===== src/rtl/irq_entry_pkg.sv =====
package irq_entry_pkg;
  typedef enum logic [2:0] {
    ST_IDLE   = 3'd0,
    ST_DUMMY  = 3'd1,
    ST_PUSH_H = 3'd2,
    ST_PUSH_L = 3'd3,
    ST_PUSH_P = 3'd4,
    ST_VEC_L  = 3'd5,
    ST_VEC_H  = 3'd6
  } entry_state_e;

  localparam int unsigned IDIS_BIT = 2;
endpackage


===== src/rtl/irq_entry_ctrl.sv =====
module irq_entry_ctrl
  import irq_entry_pkg::*;
(
  input  logic         clk,
  input  logic         rst_n,
  input  logic         sync,
  input  logic         irq_pend,
  output entry_state_e state,
  output logic         accept,
  output logic         busy
);
  entry_state_e state_d;

  assign busy   = (state != ST_IDLE);
  assign accept = (state == ST_IDLE) && sync && irq_pend;

  always_comb begin
    state_d = state;
    unique case (state)
      ST_IDLE:   if (accept) state_d = ST_DUMMY;
      ST_DUMMY:  state_d = ST_PUSH_H;
      ST_PUSH_H: state_d = ST_PUSH_L;
      ST_PUSH_L: state_d = ST_PUSH_P;
      ST_PUSH_P: state_d = ST_VEC_L;
      ST_VEC_L:  state_d = ST_VEC_H;
      ST_VEC_H:  state_d = ST_IDLE;
      default:   state_d = ST_IDLE;
    endcase
  end

  always_ff @(posedge clk) begin
    if (!rst_n) state <= ST_IDLE;
    else        state <= state_d;
  end
endmodule


===== src/rtl/irq_entry_ctx.sv =====
module irq_entry_ctx #(
  parameter int unsigned ADDR_W = 16,
  parameter int unsigned DATA_W = 8,
  parameter int unsigned SP_W   = 8
) (
  input  logic              clk,
  input  logic              rst_n,
  input  logic              accept,
  input  logic [ADDR_W-1:0] pc_in,
  input  logic [DATA_W-1:0] psr_in,
  input  logic [SP_W-1:0]   sp_in,
  input  logic              page_sel_in,
  input  logic [ADDR_W-1:0] vec_in,
  output logic [ADDR_W-1:0] pc_q,
  output logic [DATA_W-1:0] psr_q,
  output logic [SP_W-1:0]   sp_q,
  output logic              page_q,
  output logic [ADDR_W-1:0] vec_q
);
  always_ff @(posedge clk) begin
    if (!rst_n) begin
      pc_q   <= '0;
      psr_q  <= '0;
      sp_q   <= '0;
      page_q <= 1'b0;
      vec_q  <= '0;
    end else if (accept) begin
      pc_q   <= pc_in;
      psr_q  <= psr_in;
      sp_q   <= sp_in;
      page_q <= page_sel_in;
      vec_q  <= vec_in;
    end
  end
endmodule


===== src/rtl/irq_entry_bus.sv =====
module irq_entry_bus
  import irq_entry_pkg::*;
#(
  parameter int unsigned ADDR_W = 16,
  parameter int unsigned DATA_W = 8,
  parameter int unsigned SP_W   = 8
) (
  input  entry_state_e      state,
  input  logic [ADDR_W-1:0] pc_q,
  input  logic [DATA_W-1:0] psr_q,
  input  logic [SP_W-1:0]   sp_q,
  input  logic              page_q,
  input  logic [ADDR_W-1:0] vec_q,
  output logic [ADDR_W-1:0] bus_addr,
  output logic [DATA_W-1:0] bus_wdata,
  output logic              bus_rd,
  output logic              bus_wr
);
  localparam int unsigned PAGE_W = ADDR_W - SP_W;
  localparam int unsigned HALF_W = ADDR_W / 2;

  logic [PAGE_W-1:0] page_byte;
  logic [SP_W-1:0]   sp_off;

  assign page_byte = {{(PAGE_W-1){1'b0}}, page_q};

  always_comb begin
    unique case (state)
      ST_PUSH_L: sp_off = sp_q - SP_W'(1);
      ST_PUSH_P: sp_off = sp_q - SP_W'(2);
      default:   sp_off = sp_q;
    endcase
  end

  always_comb begin
    bus_addr  = '0;
    bus_wdata = '0;
    bus_rd    = 1'b0;
    bus_wr    = 1'b0;
    unique case (state)
      ST_DUMMY: begin
        bus_addr = pc_q;
        bus_rd   = 1'b1;
      end
      ST_PUSH_H: begin
        bus_addr  = {page_byte, sp_off};
        bus_wdata = DATA_W'(pc_q[ADDR_W-1:HALF_W]);
        bus_wr    = 1'b1;
      end
      ST_PUSH_L: begin
        bus_addr  = {page_byte, sp_off};
        bus_wdata = DATA_W'(pc_q[HALF_W-1:0]);
        bus_wr    = 1'b1;
      end
      ST_PUSH_P: begin
        bus_addr  = {page_byte, sp_off};
        bus_wdata = psr_q;
        bus_wr    = 1'b1;
      end
      ST_VEC_L: begin
        bus_addr = vec_q;
        bus_rd   = 1'b1;
      end
      ST_VEC_H: begin
        bus_addr = vec_q + ADDR_W'(1);
        bus_rd   = 1'b1;
      end
      default: ;
    endcase
  end
endmodule


===== src/rtl/irq_entry_result.sv =====
module irq_entry_result
  import irq_entry_pkg::*;
#(
  parameter int unsigned ADDR_W = 16,
  parameter int unsigned DATA_W = 8,
  parameter int unsigned SP_W   = 8,
  parameter int unsigned PUSHES = 3
) (
  input  logic              clk,
  input  logic              rst_n,
  input  entry_state_e      state,
  input  logic [DATA_W-1:0] rd_data,
  input  logic [DATA_W-1:0] psr_q,
  input  logic [SP_W-1:0]   sp_q,
  output logic [ADDR_W-1:0] pc_out,
  output logic [SP_W-1:0]   sp_out,
  output logic [DATA_W-1:0] psr_out,
  output logic              done
);
  localparam logic [DATA_W-1:0] IDIS_MASK = DATA_W'(1) << IDIS_BIT;

  logic [DATA_W-1:0] lo_q;

  always_ff @(posedge clk) begin
    if (!rst_n) begin
      lo_q    <= '0;
      pc_out  <= '0;
      sp_out  <= '0;
      psr_out <= '0;
      done    <= 1'b0;
    end else begin
      done <= 1'b0;
      if (state == ST_VEC_L) lo_q <= rd_data;
      if (state == ST_VEC_H) begin
        pc_out  <= ADDR_W'({rd_data, lo_q});
        sp_out  <= sp_q - SP_W'(PUSHES);
        psr_out <= psr_q | IDIS_MASK;
        done    <= 1'b1;
      end
    end
  end
endmodule


===== src/rtl/irq_entry_seq.sv =====
module irq_entry_seq
  import irq_entry_pkg::*;
#(
  parameter int unsigned ADDR_W = 16,
  parameter int unsigned DATA_W = 8,
  parameter int unsigned SP_W   = 8
) (
  input  logic              clk,
  input  logic              rst_n,
  input  logic              sync,
  input  logic              irq_pend,
  input  logic              stk_page_sel,
  input  logic [ADDR_W-1:0] vec_base,
  input  logic [ADDR_W-1:0] pc_in,
  input  logic [DATA_W-1:0] psr_in,
  input  logic [SP_W-1:0]   sp_in,
  input  logic [DATA_W-1:0] rd_data,
  output logic [ADDR_W-1:0] bus_addr,
  output logic [DATA_W-1:0] bus_wdata,
  output logic              bus_rd,
  output logic              bus_wr,
  output logic              busy,
  output logic              done,
  output logic [ADDR_W-1:0] pc_out,
  output logic [SP_W-1:0]   sp_out,
  output logic [DATA_W-1:0] psr_out
);
  entry_state_e      state;
  logic              accept;
  logic [ADDR_W-1:0] pc_q;
  logic [DATA_W-1:0] psr_q;
  logic [SP_W-1:0]   sp_q;
  logic              page_q;
  logic [ADDR_W-1:0] vec_q;

  irq_entry_ctrl u_ctrl (
    .clk(clk), .rst_n(rst_n), .sync(sync), .irq_pend(irq_pend),
    .state(state), .accept(accept), .busy(busy)
  );

  irq_entry_ctx #(.ADDR_W(ADDR_W), .DATA_W(DATA_W), .SP_W(SP_W)) u_ctx (
    .clk(clk), .rst_n(rst_n), .accept(accept),
    .pc_in(pc_in), .psr_in(psr_in), .sp_in(sp_in),
    .page_sel_in(stk_page_sel), .vec_in(vec_base),
    .pc_q(pc_q), .psr_q(psr_q), .sp_q(sp_q), .page_q(page_q), .vec_q(vec_q)
  );

  irq_entry_bus #(.ADDR_W(ADDR_W), .DATA_W(DATA_W), .SP_W(SP_W)) u_bus (
    .state(state), .pc_q(pc_q), .psr_q(psr_q), .sp_q(sp_q),
    .page_q(page_q), .vec_q(vec_q),
    .bus_addr(bus_addr), .bus_wdata(bus_wdata),
    .bus_rd(bus_rd), .bus_wr(bus_wr)
  );

  irq_entry_result #(.ADDR_W(ADDR_W), .DATA_W(DATA_W), .SP_W(SP_W)) u_res (
    .clk(clk), .rst_n(rst_n), .state(state), .rd_data(rd_data),
    .psr_q(psr_q), .sp_q(sp_q),
    .pc_out(pc_out), .sp_out(sp_out), .psr_out(psr_out), .done(done)
  );
endmodule


===== config.mk =====
export PLATFORM = sky130hd
export DESIGN_NAME = irq_entry_seq
export DESIGN_NICKNAME = d
export VERILOG_FILES = /design/src/rtl/irq_entry_pkg.sv /design/src/rtl/irq_entry_ctrl.sv /design/src/rtl/irq_entry_ctx.sv /design/src/rtl/irq_entry_bus.sv /design/src/rtl/irq_entry_result.sv /design/src/rtl/irq_entry_seq.sv
export SDC_FILE = /design/constraint.sdc
export NUM_CORES = 1
export LEC_CHECK = 0
export ABC_AREA = 1
export CORE_MARGIN = 4
export CORE_UTILIZATION = 52
export CTS_CLUSTER_DIAMETER = 100
export DETAILED_ROUTE_END_ITERATION = 12
export PLACE_DENSITY = 0.81
export SLEW_MARGIN = 20
export SYNTH_ARGS = -nofsm -noshare
export SYNTH_HDL_FRONTEND = slang
export SYNTH_SLANG_ARGS = --single-unit

===== constraint.sdc =====
create_clock -name clk -period 4.9 [get_ports clk]
set_clock_uncertainty 0.15 [all_clocks]
set_input_delay 0.98 -clock clk [delete_from_list [all_inputs] [get_ports clk]]
set_output_delay 0.98 -clock clk [all_outputs]
set_load 0.01 [all_outputs]

==> metrics.txt <==
Fmax=260 MHz; met2 GRT Util=41.9%; Seq/Total Area, Yosys=42.0%; Post-route DRC=0; layout cells sized above 1=3.81%; cell family with most CP delay=buffers and inverters; CTS resizes=0; RSZ-0062 raised after global routing=no; Clock power frac=26.4%; Lkg Pwr=2.35 nW; crit-path max cell delay=560 ps; core area=8260 um2; setup_tns=0 ps; GRT overflow=0; P&R area growth vs syn=31.0%; Cell Rows=33; DIE HEIGHT=100 um; Post-Syn Area per Cell=7.01 um2; nets@finish=797; max-slew violations=0; Crit path top cell by count=nand2_1; GRT Max-Usage Layer=met2; Initial Utilization=53.7%; Cell Int Power=1.28 mW; outcome=finished, final reports clean; CTS Buffer Depth=2; CP endpoint kind=output port; vias in the first global route=4,548; Post-DP HPWL=9770 um; WP buf/inv=2; clock tree from TritonCTS=done; Switching Fraction=37.5%; WP data arrival=2720 ps; Place WS=1480 ps; fraction of the cycle the final worst path needs=78.6%; Yosys reg bits=93; CTS Buf Count=9; M3 GR Usage=5.00%; worst skew pair latency=370 ps; WP data required=3770 ps; Mapped Cells=633; Setup-failing EPs final=0; largest net degree at the start of global routing=100; GP Congestion=0.944; power per cell area=351 nW/um2; Die Wd=100 um; Reg clk slew, reported paths=100 ps; slew at the pin closest to its max-slew limit=962 ps; first drt pass iteration count=5; WHS Path Cells=2; Hold WC Path Type=reg2reg; Root Driver=clkbuf_8; fillcell total=721; Avg WL per Cell=16.2 um; Critical Path, Cell by Cell=nand3_2 > inv_1 > nand2_1 > nand3_1 > nor2_1 > nand2_1 > clkdlybuf4s50_1; gr usage total=27.3%; Worst Slack Setup Final=1050 ps; Final Hold Fails=0; Sinks on Clock Net=93; Yosys cell types=32; yosys warns=0; CTS H-tree depth=3; clock period minus worst slack=3850 ps; synthesized cell area=4440 um2; crit path launch type=flop; # Max-Cap Violations=0; power share of the sequential group=45.0%; syn_nets=700; register area=1860 um2; crit path max-delay cell type=inv_1; Comb power frac=28.6%; first-pass GRT wire length=22,100 um; critical path depth=7; die area=10,100 um2; Psw=0.764 mW; I/O Pins=121; Peak VDD IR=0.000217 V; FF-to-FF path depth=6; final wirelength=13,600 um; Setup Buffers After CTS=0; fin cells=840; Port Buffer Count=120; Multi-input gate area=2110 um2; Antenna Nets Post-Route=0; total number of vias=4,629; Initial DRC Count=343; Worst Setup Path Type=reg2out; diode count=0; initial antenna violation count=0; dpl cells=824; cts hold-fix bufs=0; Slew HR=35.9%; via-per-instance ratio=5.51; met1 Usage GRT=38.7%; CP max FO=18
[placed cells by master (no fill, tap or decap), types with 3 or more instances in the layout]
cell	Yosys	final
dfxtp_1	93	93
inv_1	73	73
nand2_1	97	97
o221ai_1	8	8
a22oi_1	8	8
inv_2	3	3
a31oi_1	5	5
clkdlybuf4s50_1	0	119
nor2_1	63	63
nand3_1	36	36
clkbuf_8	0	9
a21oi_1	77	77
o21ai_0	102	102
o22ai_1	3	3
ha_1	6	6
clkinv_8	0	4
nand4_1	6	6
[tightest hold or removal path, cell delays in order (launching register included)]
cell,delay [ps]
dfxtp_1,330
nand2_1,60
a21oi_1,60
[stage by stage]
step / utilization [%] / total power [mW] / hold slack [ps] / cell area, um2
6_report: 70.4 / 2.04 / 326 / 5810
3_5_place_dp: 67.8 / 1.51 / 312 / 5600
4_1_cts: 70.4 / 2.04 / 328 / 5810
3_3_place_gp: 67.8 / 1.50 / 300 / 5600
2_1_floorplan: - / 1.28 / 274 / 4440
5_1_grt: 70.4 / 2.15 / 351 / 5810
[registers in the layout (all words and copies together), names as in the netlist, 3 cells and up]
| name | flops |
|---|---|
| u_ctrl.state | 3 |
| u_ctx.pc_q | 16 |
| u_ctx.psr_q | 8 |
| u_res.pc_out | 16 |
| u_ctx.vec_q | 16 |
| u_res.lo_q | 8 |
| u_ctx.sp_q | 8 |
| u_res.psr_out | 8 |
| u_res.sp_out | 8 |
[cells by family after synthesis]
logic type | after synthesis | synth area share, %
compound gates | 208 | 25.0
xor+xnor | 2 | 0.395
fa+ha+maj | 6 | 1.69
buf+inv | 111 | 10.4
flops | 93 | 42.0
simple gates | 213 | 20.6
[final timing paths]
kind                                      from                      endpoint  slack, ps
setup / recovery  u_ctrl.state[2]$_SDFFE_PN0P_                   bus_addr[3]       1050
hold / removal      u_res.lo_q[3]$_SDFFE_PN0N_    u_res.lo_q[3]$_SDFFE_PN0N_        330
setup reg to reg  u_ctrl.state[0]$_SDFFE_PN0P_  u_ctx.vec_q[15]$_SDFFE_PN0P_       2500
hold reg to reg     u_res.lo_q[3]$_SDFFE_PN0N_    u_res.lo_q[3]$_SDFFE_PN0N_        330
[synthesized netlist by cell type (all sizes together)]
| cell | n | share of area (%) |
|---|---|---|
| xor2 | 2 | 0.39 |
| dfxtp | 93 | 42 |
| nand3b | 1 | 0.17 |
| a31oi | 5 | 0.71 |
| nand4 | 6 | 0.85 |
| inv | 76 | 6.4 |
| buf | 19 | 2.6 |
| o21bai | 1 | 0.17 |
| nor3b | 1 | 0.17 |
| nand3 | 38 | 4.7 |
| a22oi | 8 | 1.4 |
| ha | 6 | 1.7 |
| nor2 | 67 | 6.1 |
| clkbuf | 16 | 1.4 |
| o221ai | 8 | 1.6 |
| o22ai | 3 | 0.42 |
| nand2 | 98 | 8.3 |
| o211ai | 2 | 0.34 |
| nor3 | 2 | 0.23 |
| a21oi | 77 | 8.7 |
| o21ai | 104 | 12 |
[area by class of cell]
| type | count | share of cell area (%) |
|---|---|---|
| Multi-Input combinational cell | 429 | 36.4 |
| Clock buffer | 9 | 2.13 |
| Inverter | 76 | 4.91 |
| Timing Repair Buffer | 121 | 20.7 |
| Clock inverter | 7 | 1.57 |
| Tap cell | 105 | 2.26 |
| Sequential cell | 93 | 32.0 |
[power by group through the flow]
stage | registers [mW] | logic (mW) | clock network (mW)
floorplan | 0.901 | 0.376 | 0
global placement | 0.930 | 0.567 | 0
detailed placement | 0.931 | 0.577 | 0
CTS | 0.915 | 0.581 | 0.543
global route | 0.930 | 0.651 | 0.570
finish | 0.918 | 0.583 | 0.539
[metal layers]
metal	vias up	share of wire [%]
met5	-	0
met4	0	1.6
met3	21	7.2
met2	209	45
met1	2096	46
li1	2303	-
Power figures use the tool's default switching activity.
